<file path="src/rtl/intc_pkg.sv">
package intc_pkg;
  localparam int NSRC = 7;
  localparam int CODE_W = 3;

  // code of each source equals its enable bit index
  localparam logic [CODE_W-1:0] CODE_EXT0 = 3'd0;
  localparam logic [CODE_W-1:0] CODE_TMR0 = 3'd1;
  localparam logic [CODE_W-1:0] CODE_EXT1 = 3'd2;
  localparam logic [CODE_W-1:0] CODE_TMR1 = 3'd3;
  localparam logic [CODE_W-1:0] CODE_SER  = 3'd4;
  localparam logic [CODE_W-1:0] CODE_BUS  = 3'd5;
  localparam logic [CODE_W-1:0] CODE_TMR2 = 3'd6;

  typedef struct packed {
    logic              take;
    logic [NSRC-1:0]   grant;
    logic [CODE_W-1:0] winCode;
  } strobe_t;

  // rank 0 is the highest priority
  function automatic logic [CODE_W-1:0] rankToCode(input int rank);
    case (rank)
      0: rankToCode = CODE_EXT0;
      1: rankToCode = CODE_BUS;
      2: rankToCode = CODE_TMR0;
      3: rankToCode = CODE_EXT1;
      4: rankToCode = CODE_TMR1;
      5: rankToCode = CODE_SER;
      default: rankToCode = CODE_TMR2;
    endcase
  endfunction
endpackage

</file>
<file path="src/rtl/intc_control.sv">
module intc_control
  import intc_pkg::*;
(
  input  logic            clk,
  input  logic            rstN,
  input  logic [NSRC:0]   enableReg,
  input  logic [NSRC-1:0] rawReq,
  input  logic            ack,
  input  logic            ret,
  output strobe_t         strobes,
  output logic            irqReq,
  output logic            handlerActive
);
  logic [NSRC-1:0]   masked;
  logic [NSRC-1:0]   grant;
  logic [CODE_W-1:0] winCode;
  logic              found;
  logic              take;
  logic              release_;

  assign masked = rawReq & enableReg[NSRC-1:0] & {NSRC{enableReg[NSRC]}};

  always_comb begin
    grant   = '0;
    winCode = '0;
    found   = 1'b0;
    for (int r = 0; r < NSRC; r++) begin
      if (!found && masked[rankToCode(r)]) begin
        found              = 1'b1;
        grant[rankToCode(r)] = 1'b1;
        winCode            = rankToCode(r);
      end
    end
  end

  assign irqReq   = found && !handlerActive;
  assign take     = ack && irqReq;
  assign release_ = ret && handlerActive;

  always_ff @(posedge clk or negedge rstN) begin
    if (!rstN)         handlerActive <= 1'b0;
    else if (take)     handlerActive <= 1'b1;
    else if (release_) handlerActive <= 1'b0;
  end

  assign strobes = '{take: take, grant: grant, winCode: winCode};


  master_gate_chk: assert property (@(posedge clk) disable iff (!rstN)
    irqReq |-> enableReg[NSRC]);

  source_gate_chk: assert property (@(posedge clk) disable iff (!rstN)
    strobes.take |-> (rawReq[strobes.winCode] && enableReg[strobes.winCode]));

  take_active_chk: assert property (@(posedge clk) disable iff (!rstN)
    strobes.take |=> handlerActive);

  ret_idle_chk: assert property (@(posedge clk) disable iff (!rstN)
    (ret && handlerActive) |=> !handlerActive);
endmodule

</file>
<file path="src/rtl/intc_datapath.sv">
module intc_datapath
  import intc_pkg::*;
#(
  parameter int VEC_W       = 16,
  parameter int VEC_BASE    = 3,
  parameter int VEC_STRIDE  = 8,
  parameter int SYNC_STAGES = 2,
  parameter int NEXT        = 2
)(
  input  logic            clk,
  input  logic            rstN,
  input  logic [NEXT-1:0] extPinN,
  input  logic [NEXT-1:0] extType,
  input  logic            tmr0Set,
  input  logic            tmr1Set,
  input  logic            serialFlag,
  input  logic            busFlag,
  input  logic            tmr2Flag,
  input  strobe_t         strobes,
  output logic [NSRC-1:0] rawReq,
  output logic [VEC_W-1:0] reqVector,
  output logic [VEC_W-1:0] activeVector,
  output logic [NEXT-1:0] extFlag,
  output logic            tmr0Flag,
  output logic            tmr1Flag
);
  logic [NEXT-1:0] extReq;
  logic [1:0]      tmrSet;
  logic [1:0]      tmrQ;

  for (genvar g = 0; g < NEXT; g++) begin : g_ext
    localparam int CODE = 2 * g;
    logic [SYNC_STAGES:0] chain;
    logic syncd, prevQ, fall, flagQ;

    always_ff @(posedge clk or negedge rstN) begin
      if (!rstN) chain <= '1;
      else       chain <= {chain[SYNC_STAGES-1:0], extPinN[g]};
    end
    assign syncd = chain[SYNC_STAGES-1];
    assign prevQ = chain[SYNC_STAGES];
    assign fall  = prevQ && !syncd;

    always_ff @(posedge clk or negedge rstN) begin
      if (!rstN)                                  flagQ <= 1'b0;
      else if (!extType[g])                       flagQ <= 1'b0;
      else if (fall)                              flagQ <= 1'b1;
      else if (strobes.take && strobes.grant[CODE]) flagQ <= 1'b0;
    end

    assign extFlag[g] = flagQ;
    assign extReq[g]  = extType[g] ? flagQ : !syncd;


    edge_set_chk: assert property (@(posedge clk) disable iff (!rstN)
      (extType[g] && fall) |=> flagQ);

    level_noflag_chk: assert property (@(posedge clk) disable iff (!rstN)
      !extType[g] |=> !flagQ);
  end

  assign tmrSet = {tmr1Set, tmr0Set};

  for (genvar t = 0; t < 2; t++) begin : g_tmr
    localparam int CODE = 2 * t + 1;
    logic flagQ;
    always_ff @(posedge clk or negedge rstN) begin
      if (!rstN) flagQ <= 1'b0;
      else       flagQ <= tmrSet[t] || (flagQ && !(strobes.take && strobes.grant[CODE]));
    end
    assign tmrQ[t] = flagQ;


    tmr_set_chk: assert property (@(posedge clk) disable iff (!rstN)
      tmrSet[t] |=> flagQ);

    tmr_clear_chk: assert property (@(posedge clk) disable iff (!rstN)
      (strobes.take && strobes.grant[CODE] && !tmrSet[t]) |=> !flagQ);
  end

  assign tmr0Flag = tmrQ[0];
  assign tmr1Flag = tmrQ[1];

  assign rawReq = {tmr2Flag, busFlag, serialFlag, tmrQ[1], extReq[1], tmrQ[0], extReq[0]};

  assign reqVector = VEC_W'(VEC_BASE + VEC_STRIDE * int'(strobes.winCode));

  always_ff @(posedge clk or negedge rstN) begin
    if (!rstN)             activeVector <= '0;
    else if (strobes.take) activeVector <= reqVector;
  end


  vec_latch_chk: assert property (@(posedge clk) disable iff (!rstN)
    strobes.take |=> (activeVector == $past(reqVector)));
endmodule

</file>
<file path="src/rtl/irq_vector_arbiter.sv">
module irq_vector_arbiter
  import intc_pkg::*;
#(
  parameter int VEC_W       = 16,
  parameter int SYNC_STAGES = 2
)(
  input  logic             clk,
  input  logic             rstN,
  input  logic [1:0]       extPinN,
  input  logic [1:0]       extType,
  input  logic [7:0]       enableReg,
  input  logic             tmr0Set,
  input  logic             tmr1Set,
  input  logic             serialFlag,
  input  logic             busFlag,
  input  logic             tmr2Flag,
  input  logic             ack,
  input  logic             ret,
  output logic             irqReq,
  output logic [VEC_W-1:0] reqVector,
  output logic             handlerActive,
  output logic [VEC_W-1:0] activeVector,
  output logic [1:0]       extFlag,
  output logic             tmr0Flag,
  output logic             tmr1Flag
);
  strobe_t         strobes;
  logic [NSRC-1:0] rawReq;

  intc_control u_control (
    .clk(clk), .rstN(rstN), .enableReg(enableReg), .rawReq(rawReq),
    .ack(ack), .ret(ret), .strobes(strobes), .irqReq(irqReq),
    .handlerActive(handlerActive)
  );

  intc_datapath #(.VEC_W(VEC_W), .SYNC_STAGES(SYNC_STAGES)) u_datapath (
    .clk(clk), .rstN(rstN), .extPinN(extPinN), .extType(extType),
    .tmr0Set(tmr0Set), .tmr1Set(tmr1Set), .serialFlag(serialFlag),
    .busFlag(busFlag), .tmr2Flag(tmr2Flag), .strobes(strobes),
    .rawReq(rawReq), .reqVector(reqVector), .activeVector(activeVector),
    .extFlag(extFlag), .tmr0Flag(tmr0Flag), .tmr1Flag(tmr1Flag)
  );
endmodule

</file>
<file path="config.mk">
export PLATFORM = sky130hd
export DESIGN_NAME = irq_vector_arbiter
export DESIGN_NICKNAME = d
export VERILOG_FILES = /design/src/rtl/intc_pkg.sv /design/src/rtl/intc_control.sv /design/src/rtl/intc_datapath.sv /design/src/rtl/irq_vector_arbiter.sv
export SDC_FILE = /design/constraint.sdc
export NUM_CORES = 1
export LEC_CHECK = 0
export BUFFER_PORTS_ARGS = -buffer_cell sky130_fd_sc_hd__buf_2
export CORE_UTILIZATION = 42
export DETAILED_ROUTE_END_ITERATION = 10
export PLACE_DENSITY = 0.85
export SYNTH_ARGS = -nofsm -noshare
export SYNTH_HDL_FRONTEND = slang
export SYNTH_SLANG_ARGS = --single-unit
</file>
<file path="constraint.sdc">
create_clock -name clk -period 1.5 [get_ports clk]
set_input_delay 0.15 -clock clk [delete_from_list [all_inputs] [get_ports clk]]
set_output_delay 0.15 -clock clk [all_outputs]
set_load 0.01 [all_outputs]
</file>
==> results.toml <==
[drt]
drt-initial-drc-count = 29
first_pass_iters = 5
drc_errors = 0
wl_per_cell_um = 13.4
avgViaCountPerCell = 5.09
num_vias = 866
ant_nets = 0
routed_wl_um = 2290

[worst_setup_path]
end_kind = "output port"
path_max_fanout = 3
rr_startpoint = "u_datapath.tmr1Flag"
critical_path_class = "register to output port"
start_kind = "register"
arrival_ns = 1.54
startpoint = "u_datapath.tmr1Flag"
critPathRequiredTime_ns = 1.35

[synth]
ys.flop_type = "dfrtp_1"
syn_inst = 100
synth-simple-area-share_pct = 16.3
async_flop_share_pct = 100
synth_compound_area_share_pct = 20.9
yosysWarningCount = 0
synth_cell_types = 38
synth_area_leaders = "dfrtp_1 (23%), buf_4 (21%), dfstp_2 (16%), nand2_1 (3.5%), a41oi_4 (2.8%)"
netlist_area_um2 = 970
synth_top_family_by_area = "buffers and inverters"
muxShareOfSynthArea_pct = 0
synth-edff-count = 0
synth_commonest_cells = "buf_4 (27), dfrtp_1 (9), nand2_1 (9)"
syn_avg_cell_area_um2 = 9.70
yosysMostFrequentCell = "buf_4"
ys_ff_latch = 15
netlist.area_leader.share_pct = 23.2
synth_top_area_cell = "dfrtp_1"
synth_xor_area_share_pct = 0
synth_fa_ha_area_share_pct = 0
yosysSeqAreaShare_pct = 39.5

[power_and_ir_drop]
ir_drop_mv = 0.692
powerDensity_nw_per_um2 = 874
cellLeakagePower_nw = 0.591

[floorplanning]
die_w_um = 50.1
num_rows = 17
core_um2 = 2190
die_h_um = 50.1
ios = 59
start_util_pct = 44.3
fp.dieArea_um2 = 2510

[timing]
finalWorstSetupSlack_ns = -0.194
fin_tns_setup_ns = -0.687
final.min_clock_period_ns = 1.69
final-setup-viol-count = 4
hold_violations = 0
grt_setup_unrepaired = "yes"
fmax_ghz = 0.590
fin_crit_sh_pct = 113
slew_violations = 0
holdWs_ns = 0.0242
clock-skew-final_ns = 0.00501

[grt]
met3_usage_pct = 4.63
grt_pass1_wl_um = 3610
grt-busiest-layer = "met2"
antenna_found_initial = 0
grt-ovfl-total = 0
grt_pass1_vias = 801
use_met1_pct = 23.8
grt_max_degree = 16
grt_use_total_pct = 19.8
grtUsageMet2_pct = 31.1

[run_status]
violations = "negative setup slack"
status = "finished, violations left"

[clock_tree]
clock_latency_ns = 0.29
numCtsBuffers = 3
htree_levels = 1
clock-sinks = 15
ctsRootBufferMaster = "clkbuf_4"
path_clk_slew_ns = 0.08
clock_path_buffers = 2
tritoncts = "yes"

[hold_path]
hp-start = "ret"
hp-class = "input port to register"

[final_layout]
fin_cells = 170
nNetsFinal = 164
fillers = 204
areaGrowthSynthToFinish_pct = 23.6
diodes = 0
drive_gt1_share_pct = 42.3

[place]
dpl.hpwl_um = 1570
portBuffers = 34
dp.cells = 159
place_worst_setup_slack_ns = -0.0141
routabilityCongestion = 0.866

[run]
drv_cap = 0
## stage by stage
stage	cell area (um2)	power [mW]	utilization, %
2_1_floorplan	1050	0.704	-
3_3_place_gp	1070	0.767	48.9
3_5_place_dp	1070	0.780	48.9
4_1_cts	1190	1.04	54.2
5_1_grt	1200	1.11	54.7
6_report	1200	1.05	54.7
## worst paths after layout
kind / slack [ns] / depth (start not counted) / end
min in group asynchronous: 0.29 / 2 / u_datapath.activeVector[1]
hold / removal: 0.02 / 2 / u_control.handlerActive
setup reg to reg: 0.05 / 5 / u_datapath.activeVector[3]
max in group asynchronous: 0.91 / 2 / u_datapath.g_ext[1].chain[1]
hold reg to reg: 0.36 / 0 / u_datapath.g_ext[0].chain[1]
setup / recovery: -0.19 / 5 / reqVector[5]
## worst max-delay path, stage by stage, from the launching register on
cell	delay, ns
dfrtp_1	0.41
and3_4	0.20
a41oi_4	0.19
a41o_1	0.21
and2_1	0.12
buf_2	0.12
## state kept, by name, summed over array words and instances (netlist names)
| name | count |
|---|---|
| u_datapath.g_ext.flagQ | 2 |
| u_datapath.activeVector | 4 |
| u_datapath.tmr0Flag | 1 |
| u_datapath.g_ext.chain | 6 |
| u_control.handlerActive | 1 |
| u_datapath.tmr1Flag | 1 |
## layout by cell type, fill, tap and decap left out, types with 2 or more instances in the layout
cell type | synthesis | layout
a21oi_1 | 4 | 3
nand4_1 | 3 | 3
buf_4 | 27 | 7
nand2b_4 | 0 | 3
clkbuf_4 | 0 | 3
nand2_1 | 9 | 9
buf_2 | 1 | 34
inv_1 | 3 | 3
conb_1 | 2 | 24
dfrtp_1 | 9 | 9
dlygate4sd3_1 | 0 | 3
dfstp_2 | 6 | 6
nor2b_1 | 2 | 2
a31oi_1 | 2 | 2
nor3_1 | 2 | 2
## power breakdown
group          leakage, nW  total [mW]  switching, mW  internal [mW]
logic                0.411       0.327          0.186          0.141
registers            0.164       0.486         0.0320          0.454
clock network       0.0150       0.235          0.131          0.104
## timing repair
| item | 4_1_cts | 5_1_grt |
|---|---|---|
| pin swaps | 5 | 2 |
| hold buffers | 3 | 0 |
| gates cloned | 0 | 0 |
| hold endpoints to repair | 11 | 0 |
| setup buffers | 3 | 1 |
| gates resized for setup | 6 | 1 |
| setup endpoints to repair | 6 | 5 |
## area by class of cell
type                            instances  area (um2)  area share (%)
Clock buffer                            4        26.3            2.19
Timing Repair Buffer                   44         253            21.1
Sequential cell                        15         383            31.9
Inverter                                3        11.3           0.939
Multi-Input combinational cell         76         490            40.9
Tap cell                               28        35.0            2.92
## metal layers
layer | vias up | routed length, um
met5 | - | 0
met4 | 0 | 78
met3 | 9 | 266
met2 | 77 | 1090
met1 | 389 | 846
li1 | 391 | -
## cells by family after synthesis
logic type / after synthesis
AND/OR/NAND/NOR: 28
buffers and inverters: 31
flip-flops: 15
other: 2
AO/OA/AOI/OAI: 24
(Power assumes the default switching activity.)
